<file path="config.mk">
export PLATFORM = sky130hd
export DESIGN_NAME = async_tx
export DESIGN_NICKNAME = d
export VERILOG_FILES = /design/src/rtl/async_tx.sv
export SDC_FILE = /design/constraint.sdc
export NUM_CORES = 1
export LEC_CHECK = 0
export BUFFER_PORTS_ARGS = -buffer_cell sky130_fd_sc_hd__buf_2
export CAP_MARGIN = 20
export CORE_ASPECT_RATIO = 0.6
export CORE_MARGIN = 5
export CORE_UTILIZATION = 57
export DETAILED_ROUTE_END_ITERATION = 10
export GPL_TIMING_DRIVEN = 0
export MAX_ROUTING_LAYER = met4
export PLACE_DENSITY = 0.78
export SYNTH_ARGS = -nofsm -noshare
export SYNTH_HDL_FRONTEND = slang
export SYNTH_SLANG_ARGS = --single-unit
</file>
<file path="constraint.sdc">
create_clock -name clk -period 2.9 [get_ports clk]
set_clock_uncertainty 0.2 [all_clocks]
set_input_delay 0.29 -clock clk [delete_from_list [all_inputs] [get_ports clk]]
set_output_delay 0.29 -clock clk [all_outputs]
set_load 0.02 [all_outputs]
</file>
<file path="src/rtl/async_tx.sv">
module async_tx #(
  parameter int OVERSAMPLE = 16
) (
  input  logic       clk,
  input  logic       rst_n,
  input  logic       tick,
  input  logic       wr_en,
  input  logic [7:0] wr_data,
  input  logic [1:0] char_len,
  input  logic       par_en,
  input  logic       par_even,
  input  logic       stop_sel,
  input  logic       brk,
  output logic       txd,
  output logic       hold_empty,
  output logic       irq,
  output logic       tx_empty
);
  localparam int CW = $clog2(2 * OVERSAMPLE) + 1;
  localparam logic [CW-1:0] BIT_LAST = CW'(OVERSAMPLE - 1);
  localparam logic [CW-1:0] STOP_ONE = CW'(OVERSAMPLE);
  localparam logic [CW-1:0] STOP_MID = CW'(OVERSAMPLE + OVERSAMPLE / 2);
  localparam logic [CW-1:0] STOP_TWO = CW'(2 * OVERSAMPLE);

  typedef enum logic [2:0] {S_IDLE, S_START, S_DATA, S_PAR, S_STOP} st_t;

  st_t          st;
  logic [7:0]   hold_q, sh_q;
  logic         hold_full, irq_q, par_q, pen_q;
  logic [1:0]   len_q;
  logic [2:0]   idx_q;
  logic [CW-1:0] cnt_q, stop_q;

  wire [7:0]    mask     = 8'hFF >> (2'd3 - char_len);
  wire          par_in   = (^(hold_q & mask)) ^ ~par_even;
  wire [CW-1:0] stop_in  = !stop_sel ? STOP_ONE : (char_len == 2'd0 ? STOP_MID : STOP_TWO);
  wire          stop_end = (st == S_STOP) && tick && (cnt_q == stop_q - 1'b1);
  wire          load     = hold_full && (st == S_IDLE || stop_end);
  wire          bit_end  = tick && (cnt_q == BIT_LAST);
  wire          last_dat = (idx_q == 3'd4 + {1'b0, len_q});

  always_ff @(posedge clk) begin
    if (!rst_n) begin
      st        <= S_IDLE;
      hold_q    <= '0;
      sh_q      <= '0;
      hold_full <= 1'b0;
      irq_q     <= 1'b0;
      par_q     <= 1'b0;
      pen_q     <= 1'b0;
      len_q     <= '0;
      idx_q     <= '0;
      cnt_q     <= '0;
      stop_q    <= STOP_ONE;
    end else begin
      if (wr_en) begin
        hold_q    <= wr_data;
        hold_full <= 1'b1;
        irq_q     <= 1'b0;
      end else if (load) begin
        hold_full <= 1'b0;
        irq_q     <= 1'b1;
      end
      if (load) begin
        sh_q   <= hold_q;
        par_q  <= par_in;
        pen_q  <= par_en;
        len_q  <= char_len;
        stop_q <= stop_in;
        idx_q  <= '0;
        cnt_q  <= '0;
        st     <= S_START;
      end else if (st != S_IDLE && tick) begin
        if (st == S_STOP) begin
          cnt_q <= stop_end ? '0 : cnt_q + 1'b1;
          if (stop_end) st <= S_IDLE;
        end else if (bit_end) begin
          cnt_q <= '0;
          case (st)
            S_START: st <= S_DATA;
            S_DATA: begin
              sh_q  <= sh_q >> 1;
              idx_q <= idx_q + 1'b1;
              if (last_dat) st <= pen_q ? S_PAR : S_STOP;
            end
            default: st <= S_STOP;
          endcase
        end else begin
          cnt_q <= cnt_q + 1'b1;
        end
      end
    end
  end

  wire line = (st == S_START) ? 1'b0 :
              (st == S_DATA)  ? sh_q[0] :
              (st == S_PAR)   ? par_q : 1'b1;

  assign txd        = line & ~brk;
  assign hold_empty = ~hold_full;
  assign irq        = irq_q;
  assign tx_empty   = ~hold_full && (st == S_IDLE);

  p_idle_mark_r1: assert property (@(posedge clk) disable iff (!rst_n)
    tx_empty && !brk |-> txd);
  p_stop_mark_r4: assert property (@(posedge clk) disable iff (!rst_n)
    (st == S_STOP) && !brk |-> txd);
  p_cnt_hold_r5: assert property (@(posedge clk) disable iff (!rst_n)
    (st != S_IDLE) && !tick && !load |=> $stable(cnt_q));
  p_no_gap_r6: assert property (@(posedge clk) disable iff (!rst_n)
    stop_end && hold_full |=> (st == S_START));
  p_write_fills_r7: assert property (@(posedge clk) disable iff (!rst_n)
    wr_en |=> !hold_empty && !irq);
  p_move_irq_r7: assert property (@(posedge clk) disable iff (!rst_n)
    hold_full && !wr_en && (st == S_IDLE) |=> irq && hold_empty && !tx_empty);
endmodule

</file>
* After elaboration in Yosys (flattened, before gate mapping)
Cells that the tools add are included.
** Word-level totals
- Register bits after elaboration :: 40
- Word-level logic and storage cells :: 84
** Cells by class
- Eq/ne operators :: 12
- Bitwise operators :: 8
- Add/sub/neg operators :: 5
- Shift operators :: 1
- Mux-type cells :: 23
- Reductions and logical operators :: 23
** Operators by type and width (number)
- two-way mux 8 bit :: 5
- two-way mux 6 bit :: 5
- AND reduction 4 bit :: 4
- two-way mux 3 bit :: 5
- nonzero test 2 bit :: 5
- AND 8 bit :: 1
- parity 8 bit :: 1
- right shift 8 x 2 -> 8 bit, first input constant :: 1
- two-way mux 1 bit :: 7
- adder 6 x 1 -> 6 bit, second input constant :: 1
- equality test 3 x 2 -> 1 bit, second input constant :: 2
- equality test 6 x 4 -> 1 bit, second input constant :: 1
- equality test 6 bit :: 1
- logical AND 1 bit :: 6
- inequality test 3 bit, second input constant :: 2
- case mux 3 bit (2 select lines) :: 1
- nonzero test 3 bit :: 2
- subtractor 6 x 1 -> 6 bit, second input constant :: 1
- inverter 1 bit :: 5
- inequality test 2 bit, second input constant :: 2
- inequality test 4 bit, second input constant :: 1
- OR reduction 2 bit :: 2
- adder 3 x 1 -> 3 bit, second input constant :: 1
- adder 3 x 2 -> 3 bit, first input constant :: 1
- 9 further kinds :: 9

* Longest topological paths before layout
- Depth in word-level cells :: 8
- Depth in mapped cells :: 9

* Worst setup path before layout
No wires, ideal clock.
- Path kind :: register to register
- From :: register stop_q[3]
- To :: register st[1]
- Path buffers :: 0
- Arrival :: 1.979 ns
- Stages on the path, launching flop included :: 8
- Setup slack :: 0.651 ns
- Library setup time :: 0.070 ns
- Cell sequence :: dfxtp_1 -> inv_1 -> ha_1 -> xnor2_1 -> nor4_4 -> mux2i_2 -> or4_1 -> a21oi_1
** On the way
- Word-level cells in the longest chain between the ends :: 6
- Elaborated cells between the ends (all ways) :: 8
- Classes of those cells :: 1 x add/sub; 2 x eq/ne; 5 x reduce/logical
** Ends and longest elaborated chain
- start, declared :: line 32 : logic [CW-1:0] cnt_q, stop_q;
- start signal, assigned :: line 69 : stop_q <= stop_in;
- subtractor 6 x 1 -> 6 bit * :: line 37 : wire stop_end = (st == S_STOP) && tick && (cnt_q == stop_q - 1'b1);
- equality test 6 bit * :: line 37
- logical AND 1 bit * :: line 37
- branches (longest 3 deep; another with AND reduction 4 bit)
- end signal, assigned :: line 84 : if (last_dat) st <= pen_q ? S_PAR : S_STOP;
- end, declared :: line 27 : st_t st;
Mark *: on every way between the ends.
A chain may end at the register's enable or synchronous reset.

* Final worst setup path
Ends and elaborated chain as after synthesis.

==> impl.org <==
** Logic synthesis
- Area of the mapped netlist :: between 1500 and 2000 sq um
- EDFF count, synth :: 0
- Synthesis produced a netlist with a net count of 234.
- Among all cell types in the netlist, the one instantiated most often is sky130_fd_sc_hd__dfxtp_1.
- Sequential area share after synthesis :: 39.9%
- Syn. warnings :: 0
- Commonest register cell after synthesis :: sky130_fd_sc_hd__dfxtp_1
- Synth top area cells :: sky130_fd_sc_hd__dfxtp_1 40%, sky130_fd_sc_hd__mux2i_1 10%, sky130_fd_sc_hd__xnor2_1 6.1%
- Count of cell types in the netlist :: 40
- For this run, asynchronously set or reset flops after synthesis account for 0%.
- Yosys top cell by area :: sky130_fd_sc_hd__dfxtp_1
- By count the netlist is led by 37 x sky130_fd_sc_hd__dfxtp_1, 27 x sky130_fd_sc_hd__nor2_1, 19 x sky130_fd_sc_hd__mux2i_1.
- Register bit count reported by yosys :: 37
- Area share of the leading cell type in the synthesized netlist :: 39.9%
- Averaged over all synthesized cells, the footprint is 8.72 sq um.
- Synthesis handed over a netlist of 213 instances.

** Power
- Of the total power, the share spent switching nets is 25.2%.
- Power density over the cells :: slightly above 500 nW/um^2
- The analysis attributes to net switching a power of about 0.00027 W.
- Sequential group share of total power :: 51.1%
- Per report_power, the combinational group accounts for 11.0% of the total.
- LEAKAGE :: 0.872 nW
- The share of total power dissipated in the clock network is 37.8%.
- IR analysis of the VDD net gives a maximum drop of 0.325 mV.
- Cell internal power was estimated by the tool at 0.000797 W.

** Place
- Number of input and output port buffers inserted :: 20
- Post-DP HPWL :: 3.00 mm
- Routability-driven placement finished with a final weighted congestion of 0.851.

** Setup path
- Data on the critical path arrives at its endpoint at 2480 ps.
- Startpoint of the lowest-slack register-to-register path :: stop_q[3]
- In this run the worst path has a maximum fanout of 9.
- Startpoint-to-endpoint class of the critical path :: flip-flop to flip-flop
- The worst setup path is captured at a flip-flop.
- In this run the worst setup path begins at stop_q[3].
- At the worst endpoint, the required time is 2930 ps.
- STA classifies the critical path startpoint as a flip-flop.

** Min path
- Classification of the worst-slack hold path :: input pin to flip-flop
- Worst Min Path Start :: wr_data[6]

** Run
- Across the run, the number of max-cap violations was 0.

** Global route
- For this run, the total global-route usage over all layers was measured as between 20% and 30%.
- The via count of the first global-routing pass is 1450.
- Number of antenna violations at the first check in global routing :: 0
- Entering global routing, the biggest net connects 12 pins.
- The first global-routing pass estimated 6.97 mm of wire.
- For this run the aggregate overflow at the end of global routing stands at 0.

** Die
- Measured along the y axis, the die boundary spans 54.2 um.
- The die is 83.7 um wide.
- Die area :: 4540 sq um
- I/O pin total :: 22
- Std cell rows :: 16
- Starting density of the core :: 58.0%
- The region available for standard cell placement spans between 3000 and 4000 sq um.

** CTS
- At the later pin of the worst-skew pair, clock insertion delay measures ~290 ps.
- After clock tree synthesis, the repair step resized 0 gates.
- The clock passes through at most 2 buffers.
- Clock tree synthesis selected as its root buffer the cell sky130_fd_sc_hd__clkbuf_8.
- Post-CTS Repair Setup Buffers :: 0
- Number of buffers added by the clock tree synthesis step :: 5
- The clock net in this run drives a total of 37 sinks.
- TritonCTS built the clock tree.
- H-tree depth reported by CTS :: 2
- Clock-pin slew was measured on the worst setup and hold paths at 70 ps.
- In this run, post-CTS hold repair placed 0 buffers.

** Routing
- Number of vias after detailed routing :: ~1.6k
- Residual DRC count :: 0
- The first detailed-routing pass ran for 4 iterations.
- Total length of routed wires :: 4.12 mm
- Post-detailed-route wirelength per cell :: 14.4 um
- Number of routed nets with antenna violations :: 0
- Violation count after the first detailed-routing iteration :: 97
- Vias/cell :: 5.48

** STA
- After layout, the minimum clock period comes to 2450 ps.
- Setup repair after global routing left no endpoint under its margin.
- Final setup viols :: 0
- The final critical path takes up 84.3% of the cycle.
- Final hold viol count :: 0
- For the pin with the worst max-slew slack, the measured transition is ~710 ps.
- The count of final max-slew check failures was 0.
- Sum of negative setup slack :: 0 ps
- Normalized max-slew margin :: between 50% and 60%
- Final hold analysis gives a worst-case slack of 27.1 ps.
- FMAX :: 409 MHz

** Final layout
- Of the cells placed in the final design, the portion with a size suffix greater than 1 is between 10% and 20%.
- The repair_antennas step left the layout with diodes totalling 0.
- For this run, the post-layout net count is 261.
- Area Overhead vs Synth :: 13.9%

** Run status
- Result of the run :: finished, final reports clean
## sequential cells by signal (all words and copies together), names as in the netlist
signal / cells
stop_q: 3
st: 3
irq: 1
par_q: 1
pen_q: 1
cnt_q: 6
sh_q: 8
hold_full: 1
len_q: 2
hold_q: 8
idx_q: 3
## layout make-up
class	count	area (sq um)
buffer	12	50.0
clock buffer	7	96.3
clock inverter	1	5.00
fill	292	1090
inverter	10	37.5
multi-input combinational	154	1030
sequential	37	741
tap	45	56.3
timing repair buffer	20	100
## routing by layer
| metal | share of wire (%) | vias up | global-route usage, % |
|---|---|---|---|
| met5 | 0 | - | - |
| met2 | 40 | 56 | 28.6 |
| met3 | 6.1 | 8 | 4.81 |
| met4 | 1.7 | 0 | 9.89 |
| li1 | - | 798 | - |
| met1 | 52 | 705 | 28.5 |
## metrics by stage
step / power [W] / std cells / util, % / setup slack, ps / area (sq um)
floorplan: 0.000635 / 213 / - / 651 / 1860
global placement: 0.000669 / 278 / 62.9 / 468 / 2010
detailed placement: 0.000672 / 278 / 62.9 / 465 / 2010
CTS: 0.00107 / 286 / 66.1 / 436 / 2120
global route: 0.00110 / 286 / 66.1 / 308 / 2120
finish: 0.00107 / 286 / 66.1 / 455 / 2120
## cell usage in the layout (no fill, tap or decap), types with 2 or more instances in the layout
cell type and n:
sky130_fd_sc_hd__dfxtp_1 37, sky130_fd_sc_hd__nor2_1 27, sky130_fd_sc_hd__buf_2 24, sky130_fd_sc_hd__mux2i_1 19
sky130_fd_sc_hd__nand2_1 17, sky130_fd_sc_hd__a21oi_1 14, sky130_fd_sc_hd__xnor2_1 13, sky130_fd_sc_hd__inv_1 9
sky130_fd_sc_hd__nand3_1 8, sky130_fd_sc_hd__a211oi_1 8, sky130_fd_sc_hd__clkbuf_8 7, sky130_fd_sc_hd__clkbuf_1 6
sky130_fd_sc_hd__o21ai_0 6, sky130_fd_sc_hd__nor3_1 4, sky130_fd_sc_hd__a31oi_1 3, sky130_fd_sc_hd__and3_1 3
sky130_fd_sc_hd__xor2_1 3, sky130_fd_sc_hd__ha_1 3, sky130_fd_sc_hd__buf_1 2, sky130_fd_sc_hd__nor3b_1 2
sky130_fd_sc_hd__and2_1 2, sky130_fd_sc_hd__a2bb2oi_1 2, sky130_fd_sc_hd__a21o_1 2, sky130_fd_sc_hd__o31ai_1 2
## path summary, 6_finish.rpt
path / to / slack (ps) / cells past startpoint
worst min-delay path: hold_q[6] / 30 / 3
worst min register to register: irq / 260 / 2
worst max register to register: st[1] / 450 / 7
worst max-delay path: st[1] / 450 / 7
## kinds of logic (layout without fill, tap and decap cells)
kind of cell	count (synthesis)	after routing	share of synthesized area (%)
compound gates	44	44	15.4
xor+xnor	17	17	8.82
fa+ha+maj	3	3	2.02
buf+inv	22	50	4.71
flops	37	37	39.9
mux	20	20	11.0
simple gates	70	70	18.2
## worst max-delay path, stage by stage, from the launching register on
cell	delay [ps]
sky130_fd_sc_hd__dfxtp_1	370
sky130_fd_sc_hd__inv_1	60
sky130_fd_sc_hd__ha_1	300
sky130_fd_sc_hd__xnor2_1	160
sky130_fd_sc_hd__nor4_4	400
sky130_fd_sc_hd__mux2i_2	230
sky130_fd_sc_hd__or4_1	530
sky130_fd_sc_hd__a21oi_1	130
## power groups by stage
| stage | logic (W) | registers [W] | clock network [W] |
|---|---|---|---|
| after floorplan | 0.0000845 | 0.000551 | 0 |
| after global placement | 0.000114 | 0.000554 | 0 |
| after detailed placement | 0.000117 | 0.000555 | 0 |
| after CTS | 0.000118 | 0.000544 | 0.000408 |
| after global routing | 0.000130 | 0.000546 | 0.000429 |
| final | 0.000118 | 0.000544 | 0.000403 |
Power figures use the tool's default switching activity.
